<file path="src/rtl/nfs_pkg.sv">
package nfs_pkg;
    localparam int LEN_W = 16;

    localparam logic [2:0] A_CTRL  = 3'd0;
    localparam logic [2:0] A_CMD2  = 3'd1;
    localparam logic [2:0] A_STAT  = 3'd2;
    localparam logic [2:0] A_MASK  = 3'd3;
    localparam logic [2:0] A_LEN   = 3'd4;
    localparam logic [2:0] A_ADDR1 = 3'd5;
    localparam logic [2:0] A_ADDR2 = 3'd6;

    typedef enum logic [3:0] {
        S_IDLE, S_CMD1, S_ADDR, S_WDATA, S_CMD2,
        S_TWB, S_WAITRB, S_RDATA, S_DONE
    } nfs_state_e;

    typedef struct packed {
        logic [7:0]       opc;
        logic [7:0]       opc2;
        logic             opc2_en;
        logic             rd;
        logic             wr;
        logic             addr_en;
        logic [2:0]       naddr_m1;
        logic [39:0]      addr;
        logic [LEN_W-1:0] len;
    } nfs_job_t;
endpackage

</file>
<file path="src/rtl/nfs_regs.sv">
module nfs_regs
    import nfs_pkg::*;
(
    input  logic        clk,
    input  logic        rst_n,
    input  logic        reg_we,
    input  logic [2:0]  reg_addr,
    input  logic [31:0] reg_wdata,
    output logic [31:0] reg_rdata,
    input  logic        busy,
    input  logic        done,
    output logic        start,
    output nfs_job_t    job,
    output logic        irq
);
    typedef struct packed {
        logic [8:0]       cmd2;
        logic             stat_done;
        logic [31:0]      mask;
        logic [LEN_W-1:0] len;
        logic [15:0]      addr1;
        logic [23:0]      addr2;
    } regs_t;

    regs_t q, d;
    logic [31:0] stat_w;

    always_comb begin
        d = q;
        if (reg_we) begin
            unique case (reg_addr)
                A_CMD2:  d.cmd2  = reg_wdata[8:0];
                A_STAT:  if (reg_wdata[31]) d.stat_done = 1'b0;
                A_MASK:  d.mask  = reg_wdata;
                A_LEN:   d.len   = reg_wdata[LEN_W-1:0];
                A_ADDR1: d.addr1 = reg_wdata[15:0];
                A_ADDR2: d.addr2 = reg_wdata[23:0];
                default: ;
            endcase
        end
        if (done) d.stat_done = 1'b1;

        start = reg_we && (reg_addr == A_CTRL) && reg_wdata[31] && !busy;

        job.opc      = reg_wdata[7:0];
        job.rd       = reg_wdata[26];
        job.wr       = reg_wdata[25];
        job.addr_en  = reg_wdata[30];
        job.naddr_m1 = reg_wdata[29:27];
        job.opc2     = q.cmd2[7:0];
        job.opc2_en  = q.cmd2[8];
        job.addr     = {q.addr2, q.addr1};
        job.len      = q.len;

        stat_w = {q.stat_done, 30'd0, busy};
        irq    = |(stat_w & q.mask);

        unique case (reg_addr)
            A_CMD2:  reg_rdata = {23'd0, q.cmd2};
            A_STAT:  reg_rdata = stat_w;
            A_MASK:  reg_rdata = q.mask;
            A_LEN:   reg_rdata = {{(32-LEN_W){1'b0}}, q.len};
            A_ADDR1: reg_rdata = {16'd0, q.addr1};
            A_ADDR2: reg_rdata = {8'd0, q.addr2};
            default: reg_rdata = 32'd0;
        endcase
    end

    always_ff @(posedge clk or negedge rst_n) begin
        if (!rst_n) q <= '0;
        else        q <= d;
    end

    // a completion leaves the sticky bit set on the next cycle
    a_r7_done_sticky: assert property (@(posedge clk) disable iff (!rst_n)
        done |=> q.stat_done);
    // interrupt line needs the completion bit or busy under the mask
    a_r8_irq_source: assert property (@(posedge clk) disable iff (!rst_n)
        irq |-> ((q.stat_done && q.mask[31]) || (busy && q.mask[0])));
endmodule

</file>
<file path="src/rtl/nfs_engine.sv">
module nfs_engine
    import nfs_pkg::*;
#(
    parameter int T_LO = 2,
    parameter int T_HI = 2,
    parameter int T_WB = 25
) (
    input  logic       clk,
    input  logic       rst_n,
    input  logic       start,
    input  nfs_job_t   job_in,
    output logic       busy,
    output logic       done,
    output logic       nf_ce_n,
    output logic       nf_cle,
    output logic       nf_ale,
    output logic       nf_we_n,
    output logic       nf_re_n,
    output logic [7:0] nf_dq_o,
    output logic       nf_dq_oe,
    input  logic [7:0] nf_dq_i,
    input  logic       nf_rb_n,
    output logic       rd_valid,
    output logic [7:0] rd_data,
    input  logic [7:0] wr_data,
    output logic       wr_take
);
    localparam int CNT_MAX = (T_WB > T_LO) ? ((T_WB > T_HI) ? T_WB : T_HI)
                                           : ((T_LO > T_HI) ? T_LO : T_HI);
    localparam int CNT_W = $clog2(CNT_MAX + 1);

    typedef struct packed {
        nfs_state_e       st;
        logic             lo;
        logic [CNT_W-1:0] cnt;
        logic [LEN_W-1:0] idx;
        nfs_job_t         job;
        logic [1:0]       rb_s;
    } eng_t;

    eng_t q, d;

    function automatic eng_t jump(eng_t s, nfs_state_e t);
        s.st  = t;
        s.idx = '0;
        s.cnt = '0;
        s.lo  = 1'b1;
        return s;
    endfunction

    logic has_rd, has_wr, rb_hi, last_lo, last_hi, bus_st, wr_st;
    nfs_state_e post_addr, after_wr;

    always_comb begin
        has_rd  = q.job.rd && (q.job.len != '0);
        has_wr  = !q.job.rd && q.job.wr && (q.job.len != '0);
        rb_hi   = q.rb_s[1];
        last_lo = q.lo && (q.cnt == CNT_W'(T_LO - 1));
        last_hi = !q.lo && (q.cnt == CNT_W'(T_HI - 1));
        wr_st   = (q.st == S_CMD1) || (q.st == S_ADDR) || (q.st == S_WDATA) || (q.st == S_CMD2);
        bus_st  = wr_st || (q.st == S_RDATA);

        after_wr  = q.job.opc2_en ? S_CMD2 : S_TWB;
        post_addr = has_rd ? (q.job.opc2_en ? S_CMD2 : S_RDATA)
                  : has_wr ? S_WDATA : after_wr;

        d      = q;
        d.rb_s = {q.rb_s[0], nf_rb_n};

        if (bus_st) begin
            if (last_lo) begin
                d.lo  = 1'b0;
                d.cnt = '0;
            end else if (last_hi) begin
                d.lo  = 1'b1;
                d.cnt = '0;
                unique case (q.st)
                    S_CMD1:  d = jump(d, q.job.addr_en ? S_ADDR : post_addr);
                    S_ADDR:  if (q.idx[2:0] == q.job.naddr_m1) d = jump(d, post_addr);
                             else d.idx = q.idx + 1'b1;
                    S_WDATA: if (q.idx == q.job.len - 1'b1) d = jump(d, after_wr);
                             else d.idx = q.idx + 1'b1;
                    S_CMD2:  d = jump(d, S_TWB);
                    default: if (q.idx == q.job.len - 1'b1) d = jump(d, S_DONE);
                             else d.idx = q.idx + 1'b1;
                endcase
            end else begin
                d.cnt = q.cnt + 1'b1;
            end
        end else begin
            unique case (q.st)
                S_IDLE: if (start) begin
                    d     = jump(d, S_CMD1);
                    d.job = job_in;
                end
                S_TWB: if (q.cnt == CNT_W'(T_WB - 1)) d = jump(d, S_WAITRB);
                       else d.cnt = q.cnt + 1'b1;
                S_WAITRB: if (rb_hi) d = jump(d, has_rd ? S_RDATA : S_DONE);
                default: d = jump(d, S_IDLE);
            endcase
        end

        busy     = q.st != S_IDLE;
        done     = q.st == S_DONE;
        nf_ce_n  = (q.st == S_IDLE) || (q.st == S_DONE);
        nf_cle   = (q.st == S_CMD1) || (q.st == S_CMD2);
        nf_ale   = q.st == S_ADDR;
        nf_we_n  = !(q.lo && wr_st);
        nf_re_n  = !(q.lo && (q.st == S_RDATA));
        nf_dq_oe = wr_st;
        unique case (q.st)
            S_CMD1:  nf_dq_o = q.job.opc;
            S_CMD2:  nf_dq_o = q.job.opc2;
            S_ADDR:  nf_dq_o = 8'(q.job.addr >> {q.idx[2:0], 3'b000});
            S_WDATA: nf_dq_o = wr_data;
            default: nf_dq_o = 8'h00;
        endcase
        rd_valid = (q.st == S_RDATA) && last_lo;
        rd_data  = nf_dq_i;
        wr_take  = (q.st == S_WDATA) && last_hi;
    end

    always_ff @(posedge clk or negedge rst_n) begin
        if (!rst_n) begin
            q      <= '0;
            q.st   <= S_IDLE;
            q.lo   <= 1'b1;
            q.rb_s <= 2'b11;
        end else begin
            q <= d;
        end
    end

    // Cycles since the last command byte, for the write-to-busy check
    logic [CNT_W:0] gap_q;
    always_ff @(posedge clk or negedge rst_n) begin
        if (!rst_n)            gap_q <= '0;
        else if (nf_cle)       gap_q <= '0;
        else if (gap_q != '1)  gap_q <= gap_q + 1'b1;
    end

    // R/B# is never sampled earlier than T_WB cycles after a command byte
    a_r5_twb_gap: assert property (@(posedge clk) disable iff (!rst_n)
        (q.st == S_WAITRB) |-> (gap_q >= (CNT_W+1)'(T_WB)));
    // a read phase after the ready wait only starts on a ready line
    a_r5_ready_before_read: assert property (@(posedge clk) disable iff (!rst_n)
        (q.st == S_RDATA && $past(q.st) == S_WAITRB) |-> $past(rb_hi));
    // command and address latches are exclusive
    a_r6_cle_ale_excl: assert property (@(posedge clk) disable iff (!rst_n)
        !(nf_cle && nf_ale));
    // write and read strobes never overlap
    a_r6_strobe_excl: assert property (@(posedge clk) disable iff (!rst_n)
        !(!nf_we_n && !nf_re_n));
    // a read byte only comes under an active read strobe
    a_r10_rd_under_re: assert property (@(posedge clk) disable iff (!rst_n)
        rd_valid |-> (!nf_re_n && !nf_ce_n));
    // starts are accepted only from idle
    a_r9_start_idle: assert property (@(posedge clk) disable iff (!rst_n)
        start |-> (q.st == S_IDLE));
endmodule

</file>
<file path="src/rtl/nand_cmd_seq.sv">
module nand_cmd_seq
    import nfs_pkg::*;
#(
    parameter int T_LO = 2,
    parameter int T_HI = 2,
    parameter int T_WB = 25
) (
    input  logic        clk,
    input  logic        rst_n,
    input  logic        reg_we,
    input  logic [2:0]  reg_addr,
    input  logic [31:0] reg_wdata,
    output logic [31:0] reg_rdata,
    output logic        irq,
    output logic        nf_ce_n,
    output logic        nf_cle,
    output logic        nf_ale,
    output logic        nf_we_n,
    output logic        nf_re_n,
    output logic [7:0]  nf_dq_o,
    output logic        nf_dq_oe,
    input  logic [7:0]  nf_dq_i,
    input  logic        nf_rb_n,
    output logic        rd_valid,
    output logic [7:0]  rd_data,
    input  logic [7:0]  wr_data,
    output logic        wr_take
);
    logic     busy, done, start;
    nfs_job_t job;

    nfs_regs u_regs (
        .clk(clk), .rst_n(rst_n), .reg_we(reg_we), .reg_addr(reg_addr),
        .reg_wdata(reg_wdata), .reg_rdata(reg_rdata), .busy(busy),
        .done(done), .start(start), .job(job), .irq(irq)
    );

    nfs_engine #(.T_LO(T_LO), .T_HI(T_HI), .T_WB(T_WB)) u_engine (
        .clk(clk), .rst_n(rst_n), .start(start), .job_in(job),
        .busy(busy), .done(done), .nf_ce_n(nf_ce_n), .nf_cle(nf_cle),
        .nf_ale(nf_ale), .nf_we_n(nf_we_n), .nf_re_n(nf_re_n),
        .nf_dq_o(nf_dq_o), .nf_dq_oe(nf_dq_oe), .nf_dq_i(nf_dq_i),
        .nf_rb_n(nf_rb_n), .rd_valid(rd_valid), .rd_data(rd_data),
        .wr_data(wr_data), .wr_take(wr_take)
    );
endmodule

</file>
<file path="config.mk">
export PLATFORM = sky130hd
export DESIGN_NAME = nand_cmd_seq
export DESIGN_NICKNAME = d
export VERILOG_FILES = /design/src/rtl/nfs_pkg.sv /design/src/rtl/nfs_regs.sv /design/src/rtl/nfs_engine.sv /design/src/rtl/nand_cmd_seq.sv
export SDC_FILE = /design/constraint.sdc
export NUM_CORES = 1
export LEC_CHECK = 0
export BUFFER_PORTS_ARGS = -buffer_cell sky130_fd_sc_hd__buf_2
export CELL_PAD_IN_SITES_DETAIL_PLACEMENT = 1
export CELL_PAD_IN_SITES_GLOBAL_PLACEMENT = 2
export CORE_ASPECT_RATIO = 1.5
export CORE_MARGIN = 2
export CORE_UTILIZATION = 36
export CTS_CLUSTER_DIAMETER = 100
export DETAILED_ROUTE_END_ITERATION = 6
export GPL_TIMING_DRIVEN = 0
export PLACE_DENSITY_LB_ADDON = 0.3
export SLEW_MARGIN = 20
export SYNTH_ARGS = -nofsm -noshare
export SYNTH_HDL_FRONTEND = slang
export SYNTH_SLANG_ARGS = --single-unit
</file>
<file path="constraint.sdc">
create_clock -name clk -period 3.05 [get_ports clk]
set_input_delay 0 -clock clk [delete_from_list [all_inputs] [get_ports clk]]
set_output_delay 0 -clock clk [all_outputs]
set_load 0.1 [all_outputs]
</file>
==> flow_summary.json <==
{
  "status": "finished clean",
  "hold_slack_ns": 0.0519,
  "port_buffers": 102,
  "skew_ns": 0.00735,
  "gp_congestion": 0.846,
  "fin_nets": 1071,
  "rsz0062_at_grt": "no",
  "cts_tree": "built",
  "cts_sinks": 205,
  "hold_path.class": "primary input to async pin",
  "drtPass1Iterations": 5,
  "routed_wl_um": 31900,
  "post_drt_wl_per_cell_um": 23.2,
  "ys_seq_area_share_pct": 50.4,
  "vdd_ir_drop_max_mv": 0.604,
  "grt.total_usage_pct": 21.8,
  "start_util_pct": 36.5,
  "hold_viol_final": 0,
  "crit_family": "buffers and inverters",
  "r2r-end": "u_engine.q[105]",
  "clk_pin_slew_ns": 0.06,
  "area_growth_pct": 22.5,
  "vias_per_cell": 5.52,
  "dpl.hpwl_um": 23100,
  "grt_antenna_before_repair": 0,
  "synth-async-reset-ratio_pct": 100,
  "grt_pass1_vias": 8384,
  "ys_types": 59,
  "dp_slack_ns": -0.664,
  "die_h_um": 210,
  "clock_latency_ns": 0.51,
  "syn-cell-area_um2": 10200,
  "leakage_nw": 5.62,
  "cts-root-buf": "clkbuf_16",
  "slowest_stage": "mux4_2",
  "placedInstanceArea_um2": 11200,
  "drive_above_1_share_pct": 38.3,
  "start_kind": "flip-flop",
  "finalWorstSetupSlack_ns": 0.0819,
  "setup_violations": 0,
  "seq_area_um2": 5140,
  "drt_iter0_drc": 365,
  "postRouteAntennaNets": 0,
  "cp.required_ns": 3.05,
  "min_period_over_period_pct": 97.3,
  "dr_total_vias": 7569,
  "fin_area_um2": 12500,
  "crit_buf_inv": 3,
  "slew_headroom_pct": 34.7,
  "tightest_slew_ns": 0.979,
  "rr_worst_depth": 8,
  "grt_max_degree": 100,
  "cp_cell_sequence": "clkbuf_2, clkdlybuf4s15_2, mux4_2, a22oi_1, o21ai_1, buf_2",
  "synth-edff-count": 0,
  "syn_inst": 843,
  "slowest_delay_ns": 0.58,
  "period_needed_ns": 2.97,
  "ios": 112,
  "grt_overflow": 0,
  "grt_pass1_wl_um": 49400,
  "regToRegSetupSlack_ns": 0.15,
  "core_um2": 27900,
  "r2r_start": "u_engine.q[103]",
  "synth_ff_type": "dfrtp_1",
  "drv_slew": 0,
  "remaining_drc_errors": 0,
  "clock_path_buffers": 3,
  "cap_violations": 0,
  "synth_seq_cells": 205,
  "fmax_ghz": 0.337,
  "insertedDiodeCount": 0,
  "criticalPathCategory": "flip-flop to primary output",
  "ys_warn_count": 0,
  "htree_levels": 1,
  "multi_input_area_um2": 4850,
  "critical_path_arrival_ns": 2.97,
  "row_count": 75,
  "syn-num-nets": 904,
  "die_w_um": 141,
  "dieArea_um2": 29700,
  "power_density_nw_per_um2": 875,
  "num-fill-cells": 2936,
  "critical_path.max_fanout": 10,
  "numCtsBuffers": 22,
  "syn_area_per_cell_um2": 12.1,
  "crit_path_end_kind": "primary output"
}
[cells in the mapped netlist (3+ instances only)]
cell type / instances / share of area [%]
a21o_1: 11 / 0.81
a21oi_1: 14 / 0.69
ha_1: 6 / 0.74
clkbuf_1: 45 / 1.7
dfrtp_1: 202 / 50
nor2_1: 20 / 0.74
nand4_1: 5 / 0.31
a22oi_1: 24 / 1.8
dfstp_2: 3 / 0.77
nand2b_1: 4 / 0.25
nand2_1: 40 / 1.5
nor4b_1: 3 / 0.26
a222oi_1: 8 / 0.79
inv_1: 16 / 0.59
nor2b_1: 15 / 0.92
or4_1: 3 / 0.22
nor3b_1: 12 / 0.88
a211oi_1: 3 / 0.22
o211ai_1: 9 / 0.66
and3_1: 5 / 0.31
mux2_2: 187 / 21
buf_1: 8 / 0.29
buf_6: 3 / 0.33
a22o_1: 10 / 0.86
or2_2: 4 / 0.25
xnor2_1: 15 / 1.3
nand3_1: 13 / 0.64
o31ai_1: 3 / 0.22
mux4_2: 8 / 1.8
and2_1: 11 / 0.68
a221oi_1: 9 / 0.77
o21ai_1: 6 / 0.29
nor4_1: 10 / 0.61
buf_4: 8 / 0.59
mux2i_1: 11 / 1.1
nor3_1: 15 / 0.74
xor2_1: 9 / 0.77
a211o_1: 4 / 0.34
a31oi_1: 3 / 0.18
o21ai_0: 33 / 1.6
[tightest hold or removal path, delay by kind of cell]
family,cells,cell delay (ns)
buffers and inverters,3,0.91
[metal layers]
| layer | GRT usage [%] | up-vias | part of all wire, % |
|---|---|---|---|
| met4 | 8.90 | 0 | 4.2 |
| met3 | 2.11 | 64 | 2.7 |
| met1 | 24.4 | 3921 | 38 |
| li1 | - | 3434 | - |
| met2 | 41.9 | 150 | 55 |
| met5 | 0 | - | 0 |
[registers in the layout, indices dropped and copies added, names as in the netlist]
name / cells
u_engine.q: 107
u_regs.job: 65
u_regs.q: 33
[where the power goes]
part	switching (W)	total [W]	leakage (nW)	internal, W
sequential	0.000604	0.00399	2.58	0.00338
clock	0.00112	0.00264	0.351	0.00152
combinational	0.00280	0.00429	2.68	0.00150
total	0.00452	0.0109	5.62	0.00640
[worst max path at each step]
stage | slack, ns | from | to | cells past startpoint
3_5_place_dp | -0.66 | u_engine.q[104] | u_engine.q[105] | 9
4_1_cts | -0.02 | u_engine.q[5] | u_engine.q[105] | 7
2_1_floorplan | -0.34 | u_engine.q[103] | nf_we_n | 5
6_report | 0.08 | u_engine.q[81] | nf_dq_o[1] | 6
3_3_place_gp | -1.65 | rst_n | u_engine.q[96] | 1
5_1_grt | 0.001 | u_engine.q[83] | nf_dq_o[2] | 6
[cell families after synthesis]
| family | Yosys count | share of synthesized area (%) |
|---|---|---|
| compound gates | 149 | 10.5 |
| xor+xnor | 24 | 2.06 |
| fa+ha+maj | 6 | 0.737 |
| buf+inv | 81 | 3.50 |
| flops | 205 | 50.4 |
| mux | 206 | 23.5 |
| simple gates | 172 | 9.29 |
[metrics by stage]
stage | TNS (ns) | std cells | total power [W] | util [%]
2_1_floorplan | -0.339 | 843 | 0.00697 | -
3_3_place_gp | -356.20 | 1291 | 0.00802 | 40.0
3_5_place_dp | -8.36 | 1296 | 0.00814 | 40.4
4_1_cts | -0.0217 | 1371 | 0.0109 | 44.4
5_1_grt | 0 | 1372 | 0.0115 | 44.8
6_report | 0 | 1372 | 0.0109 | 44.8
[cell usage in the layout (no fill, tap or decap), types with 7 or more instances in the layout]
master,count
a21o_1,11
a21oi_1,14
a221oi_1,9
a222oi_1,8
a22o_1,10
a22oi_1,24
and2_1,11
buf_2,102
buf_4,13
clkbuf_1,42
clkbuf_16,23
clkinv_2,7
dfrtp_1,200
dlygate4sd3_1,35
inv_1,16
mux2_2,187
mux2i_1,11
mux4_2,8
nand2_1,40
nand3_1,13
nor2_1,19
nor2b_1,14
nor3_1,12
nor3b_1,10
o211ai_1,9
o21ai_0,24
o21ai_1,15
xnor2_1,15
xor2_1,9
[area by class of cell]
class	count	area share, %
timing repair buffer	147	7.98
clock buffer	31	5.01
clock inverter	9	0.592
multi-input combinational	557	38.9
inverter	17	0.542
buffer	60	2.35
sequential	205	41.2
tap	346	3.47
[repair_timing]
item	4_1_cts	5_1_grt
hold buffers	36	0
endpoints found under the setup margin	39	32
pin swaps	1	3
resized for setup	16	19
endpoints found under the hold margin	315	0
buffers inserted	1	3
Note: power is estimated with default switching activity, not from simulation.
